### config.mk
export PLATFORM = sky130hd
export DESIGN_NAME = svc_frame_mux
export DESIGN_NICKNAME = d
export VERILOG_FILES = /design/src/rtl/svc_mux_pkg.sv /design/src/rtl/svc_fifo.sv /design/src/rtl/svc_wrr_arb.sv /design/src/rtl/svc_frame_mux.sv
export SDC_FILE = /design/constraint.sdc
export NUM_CORES = 1
export LEC_CHECK = 0
export ABC_AREA = 1
export BUFFER_PORTS_ARGS = -buffer_cell sky130_fd_sc_hd__buf_2
export CAP_MARGIN = 25
export CORE_MARGIN = 4
export CORE_UTILIZATION = 55
export CTS_CLUSTER_SIZE = 30
export DETAILED_ROUTE_END_ITERATION = 10
export GPL_TIMING_DRIVEN = 1
export PLACE_DENSITY = 0.74
export SLEW_MARGIN = 30
export SYNTH_ARGS = -nofsm -noshare
export SYNTH_HDL_FRONTEND = slang
export SYNTH_SLANG_ARGS = --single-unit
export TNS_END_PERCENT = 30
### constraint.sdc
create_clock -name clk -period 5.04 [get_ports clk]
set_input_delay 0.504 -clock clk [delete_from_list [all_inputs] [get_ports clk]]
set_output_delay 0.504 -clock clk [all_outputs]
set_load 0.005 [all_outputs]
### src/rtl/svc_mux_pkg.sv
package svc_mux_pkg;

  typedef enum logic [0:0] {
    SEG_OPEN = 1'b0,
    SEG_HELD = 1'b1
  } seg_state_e;

  function automatic int unsigned div_up(input int unsigned num, input int unsigned den);
    return (num + den - 1) / den;
  endfunction

  function automatic int unsigned idx_width(input int unsigned count);
    return (count > 1) ? $clog2(count) : 1;
  endfunction

endpackage

### src/rtl/svc_fifo.sv
module svc_fifo #(
  parameter int unsigned WIDTH = 64,
  parameter int unsigned DEPTH = 4
) (
  input  logic             clk,
  input  logic             rst_n,
  input  logic             push,
  input  logic [WIDTH-1:0] din,
  output logic             full,
  input  logic             pop,
  output logic [WIDTH-1:0] dout,
  output logic             empty
);
  localparam int unsigned AW = svc_mux_pkg::idx_width(DEPTH);
  localparam int unsigned CW = $clog2(DEPTH + 1);

  logic [WIDTH-1:0] mem [DEPTH];
  logic [AW-1:0]    wr_q, wr_nxt, rd_q, rd_nxt;
  logic [CW-1:0]    cnt_q, cnt_nxt;
  logic             do_push, do_pop;

  assign full    = (cnt_q == CW'(DEPTH));
  assign empty   = (cnt_q == '0);
  assign do_push = push && !full;
  assign do_pop  = pop && !empty;
  assign dout    = mem[rd_q];

  always_comb begin
    wr_nxt  = wr_q;
    rd_nxt  = rd_q;
    cnt_nxt = cnt_q;
    if (do_push) wr_nxt = (wr_q == AW'(DEPTH - 1)) ? '0 : wr_q + 1'b1;
    if (do_pop)  rd_nxt = (rd_q == AW'(DEPTH - 1)) ? '0 : rd_q + 1'b1;
    if (do_push && !do_pop)      cnt_nxt = cnt_q + 1'b1;
    else if (do_pop && !do_push) cnt_nxt = cnt_q - 1'b1;
  end

  always_ff @(posedge clk or negedge rst_n) begin
    if (!rst_n) begin
      wr_q  <= '0;
      rd_q  <= '0;
      cnt_q <= '0;
    end else begin
      wr_q  <= wr_nxt;
      rd_q  <= rd_nxt;
      cnt_q <= cnt_nxt;
    end
  end

  always_ff @(posedge clk) begin
    if (do_push) mem[wr_q] <= din;
  end

endmodule

### src/rtl/svc_wrr_arb.sv
module svc_wrr_arb #(
  parameter int unsigned             NUM_SVC = 3,
  parameter int unsigned             WGT_W   = 4,
  parameter logic [NUM_SVC*WGT_W-1:0] WEIGHTS = 12'h213,
  localparam int unsigned            SID_W   = svc_mux_pkg::idx_width(NUM_SVC)
) (
  input  logic               clk,
  input  logic               rst_n,
  input  logic [NUM_SVC-1:0] req,
  input  logic               advance,
  output logic               gnt_any,
  output logic [SID_W-1:0]   gnt_sid
);
  logic [WGT_W-1:0]   credit_q [NUM_SVC];
  logic [WGT_W-1:0]   credit_nxt [NUM_SVC];
  logic [SID_W-1:0]   last_q, last_nxt;
  logic [NUM_SVC-1:0] has_credit, eligible;
  logic               reload;

  always_comb begin
    for (int i = 0; i < NUM_SVC; i++) has_credit[i] = (credit_q[i] != '0);
    reload   = (|req) && !(|(req & has_credit));
    eligible = reload ? req : (req & has_credit);
  end

  always_comb begin
    int idx;
    gnt_any = 1'b0;
    gnt_sid = '0;
    for (int k = 1; k <= NUM_SVC; k++) begin
      idx = int'(last_q) + k;
      if (idx >= NUM_SVC) idx = idx - NUM_SVC;
      if (!gnt_any && eligible[idx]) begin
        gnt_any = 1'b1;
        gnt_sid = SID_W'(idx);
      end
    end
  end

  always_comb begin
    last_nxt = last_q;
    for (int i = 0; i < NUM_SVC; i++) begin
      credit_nxt[i] = credit_q[i];
      if (advance && gnt_any) begin
        credit_nxt[i] = reload ? WEIGHTS[i*WGT_W +: WGT_W] : credit_q[i];
        if (gnt_sid == SID_W'(i)) credit_nxt[i] = credit_nxt[i] - 1'b1;
      end
    end
    if (advance && gnt_any) last_nxt = gnt_sid;
  end

  always_ff @(posedge clk or negedge rst_n) begin
    if (!rst_n) begin
      last_q <= SID_W'(NUM_SVC - 1);
      for (int i = 0; i < NUM_SVC; i++) credit_q[i] <= WEIGHTS[i*WGT_W +: WGT_W];
    end else begin
      last_q <= last_nxt;
      for (int i = 0; i < NUM_SVC; i++) credit_q[i] <= credit_nxt[i];
    end
  end

endmodule

### src/rtl/svc_frame_mux.sv
module svc_frame_mux #(
  parameter int unsigned              NUM_SVC    = 3,
  parameter int unsigned              WORD_W     = 64,
  parameter int unsigned              CHUNK_W    = 32,
  parameter int unsigned              EVT_W      = 4,
  parameter int unsigned              FIFO_DEPTH = 4,
  parameter int unsigned              FRAME_DIV  = 2,
  parameter int unsigned              WGT_W      = 4,
  parameter logic [NUM_SVC*WGT_W-1:0] WEIGHTS    = 12'h213,
  localparam int unsigned             SID_W      = svc_mux_pkg::idx_width(NUM_SVC),
  localparam int unsigned             FRM_W      = EVT_W + 1 + SID_W + 1 + CHUNK_W
) (
  input  logic                      clk,
  input  logic                      rst_n,
  input  logic [NUM_SVC-1:0]        svc_valid,
  output logic [NUM_SVC-1:0]        svc_ready,
  input  logic [NUM_SVC*WORD_W-1:0] svc_data,
  input  logic [EVT_W-1:0]          evt_in,
  output logic                      frame_vld,
  output logic [FRM_W-1:0]          frame_data
);
  import svc_mux_pkg::*;

  localparam int unsigned SEGS   = div_up(WORD_W, CHUNK_W);
  localparam int unsigned SEG_CW = idx_width(SEGS);
  localparam int unsigned PAD_W  = SEGS * CHUNK_W;
  localparam int unsigned CNT_W  = idx_width(FRAME_DIV);

  // per-channel buffers
  logic [NUM_SVC-1:0] buf_full, buf_empty, buf_pop;
  logic [WORD_W-1:0]  head_w [NUM_SVC];

  for (genvar g = 0; g < NUM_SVC; g++) begin : g_buf
    svc_fifo #(.WIDTH(WORD_W), .DEPTH(FIFO_DEPTH)) u_fifo (
      .clk   (clk),
      .rst_n (rst_n),
      .push  (svc_valid[g]),
      .din   (svc_data[g*WORD_W +: WORD_W]),
      .full  (buf_full[g]),
      .pop   (buf_pop[g]),
      .dout  (head_w[g]),
      .empty (buf_empty[g])
    );
  end
  assign svc_ready = ~buf_full;

  // frame slot timer
  logic [CNT_W-1:0] slot_q, slot_nxt;
  logic             tick;
  assign tick = (slot_q == CNT_W'(FRAME_DIV - 1));
  always_comb slot_nxt = tick ? '0 : slot_q + 1'b1;

  // arbiter
  logic             arb_any, arb_adv;
  logic [SID_W-1:0] arb_sid;
  seg_state_e       seg_q, seg_nxt;

  assign arb_adv = tick && (seg_q == SEG_OPEN);

  svc_wrr_arb #(.NUM_SVC(NUM_SVC), .WGT_W(WGT_W), .WEIGHTS(WEIGHTS)) u_arb (
    .clk     (clk),
    .rst_n   (rst_n),
    .req     (~buf_empty),
    .advance (arb_adv),
    .gnt_any (arb_any),
    .gnt_sid (arb_sid)
  );

  // segmenter
  logic [SID_W-1:0]  own_q, own_nxt, sel_sid;
  logic [SEG_CW-1:0] idx_q, idx_nxt, cur_seg;
  logic              have, is_last;
  logic [PAD_W-1:0]  padded;
  logic [CHUNK_W-1:0] chunk;
  logic [FRM_W-1:0]  frame_nxt;

  always_comb begin
    sel_sid = (seg_q == SEG_HELD) ? own_q : arb_sid;
    cur_seg = (seg_q == SEG_HELD) ? idx_q : '0;
    have    = (seg_q == SEG_HELD) || arb_any;
    is_last = (cur_seg == SEG_CW'(SEGS - 1));
    padded  = PAD_W'(head_w[sel_sid]);
    chunk   = padded[int'(cur_seg)*CHUNK_W +: CHUNK_W];
    for (int i = 0; i < NUM_SVC; i++)
      buf_pop[i] = tick && have && is_last && (sel_sid == SID_W'(i));
  end

  always_comb begin
    seg_nxt = seg_q;
    own_nxt = own_q;
    idx_nxt = idx_q;
    if (tick && have) begin
      if (is_last) begin
        seg_nxt = SEG_OPEN;
        idx_nxt = '0;
      end else begin
        seg_nxt = SEG_HELD;
        own_nxt = sel_sid;
        idx_nxt = cur_seg + 1'b1;
      end
    end
  end

  always_comb begin
    frame_nxt = {evt_in, have,
                 have ? sel_sid : {SID_W{1'b0}},
                 have && is_last,
                 have ? chunk : {CHUNK_W{1'b0}}};
  end

  always_ff @(posedge clk or negedge rst_n) begin
    if (!rst_n) begin
      slot_q     <= '0;
      seg_q      <= SEG_OPEN;
      own_q      <= '0;
      idx_q      <= '0;
      frame_vld  <= 1'b0;
      frame_data <= '0;
    end else begin
      slot_q    <= slot_nxt;
      seg_q     <= seg_nxt;
      own_q     <= own_nxt;
      idx_q     <= idx_nxt;
      frame_vld <= tick;
      if (tick) frame_data <= frame_nxt;
    end
  end

endmodule

==> metrics.md, run 1 <==
| Metric | Value |
|---|---|
| Worst VDD drop | `0.584 mV` |
| DRT antenna net count | `0` |
| Worst Path Required | `5.56 ns` |
| Crit end category | `register` |
| Setup Skew | `0.0235 ns` |
| Reg2reg setup slack | `1.20 ns` |
| Routed length per instance | `23.4 um` |
| Fin crit share | `76.2%` |
| # fillers | `4526` |
| Routability congestion estimate | `0.962` |
| Setup bufs post-CTS | `0` |
| Power Density | `747 nW/um^2` |
| Unrepaired setup endpoints after global routing | `false` |
| Area of the multi-input gates | `8710 um^2` |
| Final Util | `63.9%` |
| I/O Pins | `245` |
| Pre-CTS WS | `1.25 ns` |
| Synth Area per Inst | `12.2 um^2` |
| Core Rows | `91` |
| Maximum clock path buffer count | `3` |
| First-pass GRT wire length | `137 mm` |
| Critical path startpoint category | `register` |
| Worst path max stage delay | `0.53 ns` |
| Htree depth | `3` |
| Post-synthesis net count | `3070` |
| Clk sink count | `848` |
| Vias in the first global route | `22.3k` |
| Initial antenna violation count | `23` |
| Congestion Overflow GR | `0` |
| Worst-path cell chain | `inv_1 -> ha_1 -> inv_1 -> a21oi_1 -> nand2_2 -> nand2_4 -> nand2_2 -> nand2_1 -> nand2_2 -> nand3_2 -> buf_4 -> nand2_4 -> nor2_4 -> nand3_2 -> ha_1 -> inv_1 -> fa_1 -> mux2_2` |
| Max-slew violation count | `0` |
| Number of port buffers | `244` |
| Hold violation count in the final report | `0` |
| Die height | `259 um` |
| CTS tree | `yes` |
| Pre-antenna DRT Iters | `6` |
| DRC | `0` |
| Die area | `67200 um^2` |
| Dpl hpwl | `60.1 mm` |
| Slew margin rel. | `37.7%` |
| Pin count of the biggest net entering global routing | `102` |
| Status | `complete, no violations` |
| CTS clk-pin slew, worst paths | `0.07 ns` |
| Yosys reg bits | `848` |
| Core outline area | `62100 um^2` |
| Hold_ws | `0.0775 ns` |
| MaxCap Viol Count | `0` |
| Synth unique cells | `39` |
| Max Freq | `260 MHz` |
| Fin crit period | `3.84 ns` |
| Yosys synthesis warning count | `0` |
| Final net count | `3256` |
| Gate Count Post-Synth | `2842` |
| Worst Hold Class | `input port to register` |
| Number of cells on the critical path | `18` |
| Slew @ Worst Pin | `0.934 ns` |
| Reg area | `25100 um^2` |
| Delay-heaviest family, CP | `adder cells` |
| Setup TNS | `0 ns` |
| Area Overhead vs Synth | `14.1%` |
| Kind of critical path | `register to register` |
| Max FO, Critical Path | `32` |
| Sequential area share after synthesis | `72.2%` |
| Die W | `259 um` |
| CP Buf/Inv Count | `4` |
| Vias/cell | `5.94` |
| Crit path DAT | `4.36 ns` |
| Initial core utilization | `55.9%` |
| Hold path depth | `3` |
| Post-Synthesis Cell Area | `34700 um^2` |
| Root Buffer | `clkbuf_16` |
| Iteration-0 DRC Markers | `2833` |
| Final WS setup | `1.20 ns` |
| Total wire length | `92.6 mm` |
| CP max-delay cell | `dfstp_2` |
| Pleak | `14.6 nW` |
| Layout cells sized above 1 | `15.1%` |
| R2R depth | `18` |
| Post-CTS Resized | `0` |
| Total GRT Usage | `27.1%` |
| CTS buffer count | `86` |
| Routed vias | `23.5k` |
| Finish-stage setup viols | `0` |
| Worst-Skew Late Latency | `0.63 ns` |
tightest hold or removal path, cell delays in order:
cell     delay [ns]
buf_2          0.07
nand2_1        0.04
nand2_1        0.05
cell usage in the layout, fill, tap and decap left out, drive strengths merged, types with 2 or more instances in the layout:
cell type	n
edfxtp	768
a21oi	170
clkbuf	112
nand3	152
inv	63
dfrtp	75
nand4	6
nor3	2
mux2	2
dfstp	5
clkinvlp	3
bufinv	11
a32o	125
o22ai	67
o21ai	155
xnor2	4
xor2	8
fa	3
buf	279
nand3b	2
diode	16
nor2	185
clkinv	35
nand2	837
ha	24
synth_stat cells:
cell type,n,area [um^2]
a21oi_1,170,851
a22o_1,1,8.76
a31oi_1,1,6.26
a32o_1,125,1250
buf_1,6,22.5
buf_2,19,95.1
buf_4,8,60.1
buf_6,8,90.1
clkbuf_1,141,529
clkinv_1,1,3.75
dfrtp_1,75,1880
dfstp_2,5,131
edfxtp_1,768,23100
fa_1,3,60.1
ha_1,24,300
inv_1,62,233
inv_2,2,7.51
mux2_2,2,22.5
nand2_1,821,3080
nand2_2,12,75.1
nand2_4,4,45.0
nand3_1,147,736
nand3_2,5,50.1
nand3b_1,2,15.0
nand4_1,4,25.0
nand4_2,2,25.0
nor2_1,180,676
nor2_2,3,18.8
nor2_4,2,22.5
nor3_1,2,10.0
o211ai_1,1,7.51
o21ai_0,153,766
o21ai_1,1,5.00
o21ai_2,1,8.76
o22a_1,1,8.76
o22ai_1,67,419
or2_1,1,6.26
xnor2_1,4,35.0
xor2_1,8,70.1
state kept, by name, indices dropped and copies added, names as in the netlist:
signal and flops:
frame_data 40, frame_vld 1, g_buf.u_fifo.cnt_q 9, g_buf.u_fifo.mem 768
g_buf.u_fifo.rd_q 6, g_buf.u_fifo.wr_q 6, own_q 2, seg_q 1
slot_q 1, u_arb.credit_q 12, u_arb.last_q 2
where the power goes:
part	internal [mW]	switching, mW	total [mW]	leakage, nW
Sequential	9.40	0.754	10.2	7.95
Clock	3.90	2.59	6.49	1.43
Combinational	3.70	9.27	13.0	5.21
Total	17.0	12.6	29.6	14.6
kinds of logic (layout without fill, tap and decap cells):
| logic type | count (synthesis) | in the layout | share of synthesized area (%) |
|---|---|---|---|
| flip-flops | 848 | 848 | 72.2 |
| buffers and inverters | 247 | 504 | 3.00 |
| AO/OA/AOI/OAI | 521 | 521 | 9.60 |
| multiplexers | 2 | 2 | 0.0649 |
| XOR/XNOR | 12 | 12 | 0.303 |
| other | 0 | 16 | 0 |
| adder cells (fa/ha/maj) | 27 | 27 | 1.04 |
| AND/OR/NAND/NOR | 1185 | 1185 | 13.8 |
repair_timing:
action	CTS	global route
hold endpoints to repair	47	0
endpoints found under the setup margin	0	0
hold buffers	1	0
per-stage QoR:
| stage | cell area [um^2] | power [mW] | instances |
|---|---|---|---|
| 2_1_floorplan | 34700 | 18.7 | 2842 |
| 6_report | 39600 | 29.6 | 3952 |
| 4_1_cts | 39500 | 29.5 | 3935 |
| 5_1_grt | 39600 | 31.3 | 3939 |
| 3_3_place_gp | 36600 | 22.7 | 3775 |
| 3_5_place_dp | 36600 | 23.0 | 3775 |
cell type report:
cell class                 count  share of cell area [%]
sequential                   848                    63.3
multi-input combinational   1747                    22.0
clock buffer                 112                    6.01
timing repair buffer         280                    4.01
tap                          837                    2.64
clock inverter                47                    1.33
inverter                      65                   0.641
antenna                       16                   0.101
routing by layer:
layer / up-vias / GRT usage (%) / wire (um)
li1: 10600 / - / -
met1: 11600 / 38.0 / 36900
met2: 1094 / 42.6 / 43600
met3: 181 / 6.45 / 8910
met4: 26 / 8.41 / 3010
met5: - / 0 / 149
final timing paths:
check | endpoint | start
setup / recovery | g_buf[1].u_fifo.cnt_q[1]$_DFFE_PN0P_ | u_arb.last_q[1]$_DFFE_PN1P_
hold / removal | frame_data[37]$_DFFE_PN0P_ | evt_in[1]
setup reg to reg | g_buf[1].u_fifo.cnt_q[1]$_DFFE_PN0P_ | u_arb.last_q[1]$_DFFE_PN1P_
hold reg to reg | frame_data[32]$_DFFE_PN0P_ | frame_data[32]$_DFFE_PN0P_
max in group asynchronous | u_arb.credit_q[1]$_DFFE_PN1P_ | rst_n
min in group asynchronous | g_buf[0].u_fifo.wr_q[1]$_DFFE_PN0P_ | rst_n
Power figures use the tool's default switching activity.
==> run 2, diff against run 1 <==
Settings changed: ABC_AREA 1 to 0.
Clock period 5.04 ns to 3.55 ns, I/O delays scaled along.
==> run 2 against run 1 <==
Power rose by 25%. First-iteration DRC count fell by 27%. Final cell count fell by 22%. Synthesized cell count fell by 40%. Non-clock buffer count rose by 226. Sequential cell count did not move. Maximum frequency rose by 19%. Utilization rose by 3.7 points. Register-to-register slack got worse by 0.87 ns. Wire length fell by 7.7%. Critical endpoint is now frame_data[26]$_DFFE_PN0P_.
==> metrics.md, run 2 <==
| Metric | Value |
|---|---|
| Int Pwr | `24.2 mW` |
| Core Rows | `90` |
| Largest register FFs | `768` |
| Die height | `254 um` |
| Largest area contributor in the netlist | `edfxtp_1` |
| Sequential area share after synthesis | `75.1%` |
| Clock share of power | `23.6%` |
| Reg area | `25100 um^2` |
| Routed length per instance | `27.8 um` |
| Congestion Overflow GR | `0` |
| Worst path max stage delay | `0.48 ns` |
| CP max-delay cell | `nor4_4` |
| Final non-filler cell area | `40700 um^2` |
| # fillers | `3806` |
| Root Buffer | `clkbuf_16` |
| Pre-antenna DRT Iters | `8` |
| Max FO, Critical Path | `31` |
| Htree depth | `3` |
| Setup Skew | `0.0314 ns` |
| Post-synth top cells | `edfxtp_1, mux4_2, nand2_1, dfrtp_1, clkbuf_1` |
| Net switching fraction of the power | `34.7%` |
| Initial core utilization | `55.4%` |
| Number of cells after detailed placement | `2703` |
| Worst-path cell chain | `nor4_4 -> o22ai_1 -> a211oi_1 -> o21ai_0 -> a31oi_1 -> nor2_1 -> nor2_2 -> buf_4 -> o21ai_0 -> a21boi_1` |
| Main synth FF type | `edfxtp_1` |
| Finish-stage setup viols | `0` |
| Worst VDD drop | `0.868 mV` |
| Fin crit share | `90.8%` |
| Flop pwr share | `39.1%` |
| Yosys reg bits | `848` |
| Hold_ws | `0.252 ns` |
| Layout cells sized above 1 | `30.2%` |
| Post-synthesis net count | `1933` |
| MaxCap Viol Count | `0` |
| EDFF count, synth | `768` |
| I/O Pins | `245` |
| Vias/cell | `6.19` |
| Maximum clock path buffer count | `3` |
| Dpl hpwl | `55.0 mm` |
| First-pass GRT wire length | `126 mm` |
| Worst Hold Class | `input port to register` |
| Gate Count Post-Synth | `1705` |
| Fin crit period | `3.22 ns` |
| DRT antenna net count | `0` |
| Worst Path Required | `4.10 ns` |
| Worst-Skew Late Latency | `0.63 ns` |
| Critical path startpoint category | `register` |
| Final net count | `2434` |
| CTS tree | `yes` |
| Reg with most FFs | `g_buf.u_fifo.mem` |
| Crit end category | `register` |
| Total GRT Usage | `26.7%` |
| Placed Area | `35900 um^2` |
| Max-slew violation count | `0` |
| Highest-count cells in the layout ignoring fill and taps | `edfxtp_1, buf_2, dlygate4sd3_1, mux4_2, nand2_1` |
| Initial antenna violation count | `15` |
| Clk sink count | `848` |
| Asr flop ratio synth | `9.43%` |
| Total wire length | `85.5 mm` |
| CTS buffer count | `84` |
| Synth area leaders | `edfxtp_1, mux4_2, dfrtp_1` |
| Unrepaired setup endpoints after global routing | `false` |
| Setup TNS | `0 ns` |
| Max Freq | `310 MHz` |
| Net load switching power | `12.8 mW` |
| Kind of critical path | `register to register` |
| Post-Synthesis Cell Area | `33400 um^2` |
| Leading cell type in the layout, fill and taps excluded | `edfxtp_1` |
| Layout Cells excl Fill | `3070` |
| Most frequent CP cell | `o21ai_0` |
| Routability congestion estimate | `0.873` |
| Core outline area | `60200 um^2` |
| Routed vias | `19.0k` |
| Slew @ Worst Pin | `0.879 ns` |
| Top-count cell post-synth | `edfxtp_1` |
| Top Registers | `g_buf.u_fifo.mem x768, frame_data x40, u_arb.credit_q x12` |
| Final WS setup | `0.327 ns` |
| Number of port buffers | `244` |
| Status | `complete, no violations` |
| Area of the multi-input gates | `7950 um^2` |
| Pleak | `14.3 nW` |
| Die area | `64700 um^2` |
| Pin count of the biggest net entering global routing | `75` |
| Yosys synthesis warning count | `0` |
| Synth unique cells | `55` |
| Pre-CTS WS | `0.262 ns` |
| Area Overhead vs Synth | `21.9%` |
| Share of the synthesized area in the top cell type | `69.1%` |
| Iteration-0 DRC Markers | `2061` |
| Combinational power share | `37.2%` |
| Synth Area per Inst | `19.6 um^2` |
| Slew margin rel. | `41.4%` |
| CTS clk-pin slew, worst paths | `0.06 ns` |
| Hold violation count in the final report | `0` |
| DRC | `0` |
| Die W | `254 um` |
| Power Density | `910 nW/um^2` |
| Vias in the first global route | `19.1k` |
| Crit path DAT | `3.77 ns` |
==> run 2: cell count changes after synthesis, sizes merged, moves of 64 or more <==
cell and change:
nand2 -730, mux4 +192, nand3 -151, nor2 -127, a21oi -126, a32o -124
o21ai -86, clkbuf -72, o22ai -64
==> run 2: final timing paths <==
check                                              start                                  end  slack (ns)  cells after the start
min                                         svc_valid[1]  g_buf[1].u_fifo.wr_q[0]$_DFFE_PN0P_        0.25                      3
max                        u_arb.credit_q[5]$_DFFE_PN0P_           frame_data[26]$_DFFE_PN0P_        0.33                     10
min in group asynchronous                          rst_n  g_buf[0].u_fifo.wr_q[1]$_DFFE_PN0P_        0.34                      2
max reg2reg                u_arb.credit_q[5]$_DFFE_PN0P_           frame_data[26]$_DFFE_PN0P_        0.33                     10
min reg2reg                   frame_data[35]$_DFFE_PN0P_           frame_data[35]$_DFFE_PN0P_        0.48                      1
max in group asynchronous                          rst_n            frame_data[8]$_DFFE_PN0P_        2.50                      3
==> run 2: stage by stage <==
stage	power [mW]	utilization, %
after floorplan	22.9	-
after global placement	27.6	59.6
after detailed placement	27.9	59.6
after CTS	36.9	67.4
after global routing	38.7	67.5
final	37.0	67.5
==> run 2: critical path, delay by kind of cell, from the launching register on <==
family | cells | cell delay [ns]
compound gates | 6 | 1.50
simple gates | 3 | 0.82
buf+inv | 1 | 0.38
flops | 1 | 0.43
==> run 2: timing repair <==
item	4_1_cts	5_1_grt
hold endpoints to repair	834	0
gates resized for setup	0	2
hold buffers	197	0
buffers inserted	0	2
endpoints found under the setup margin	0	13
==> run 2: logic make-up (layout without fill, tap and decap cells) <==
| group | Yosys count | after routing | share of synthesized area (%) |
|---|---|---|---|
| mux | 237 | 237 | 14.4 |
| compound gates | 211 | 211 | 3.97 |
| other cells | 0 | 12 | 0 |
| buf+inv | 109 | 680 | 1.30 |
| simple gates | 260 | 260 | 3.79 |
| fa+ha+maj | 27 | 27 | 1.08 |
| xor+xnor | 13 | 13 | 0.341 |
| flops | 848 | 848 | 75.1 |
==> run 2: layout make-up <==
type | instances | area share (%)
Inverter | 18 | 0.166
Clock inverter | 51 | 1.11
Multi-Input combinational cell | 748 | 19.5
Antenna cell | 12 | 0.0738
Timing Repair Buffer | 506 | 9.43
Tap cell | 782 | 2.41
Clock buffer | 105 | 5.60
Sequential cell | 848 | 61.7
==> run 2: power by group through the flow <==
stage | logic, mW | clock network (mW) | registers, mW
after detailed placement | 13.3 | 0 | 14.6
after global routing | 14.7 | 9.30 | 14.7
after CTS | 13.6 | 8.82 | 14.5
after floorplan | 8.79 | 0 | 14.1
after global placement | 13.1 | 0 | 14.5
final | 13.8 | 8.75 | 14.5
==> run 2: metal layers <==
layer,routed length (um),vias to the layer above,share of wire [%],GRT usage [%]
met5,25,-,0.029,0
met3,8080,161,9.5,5.79
met2,41500,1084,49,42.1
met1,33500,9836,39,38.6
li1,-,7927,-,-
met4,2400,4,2.8,7.93
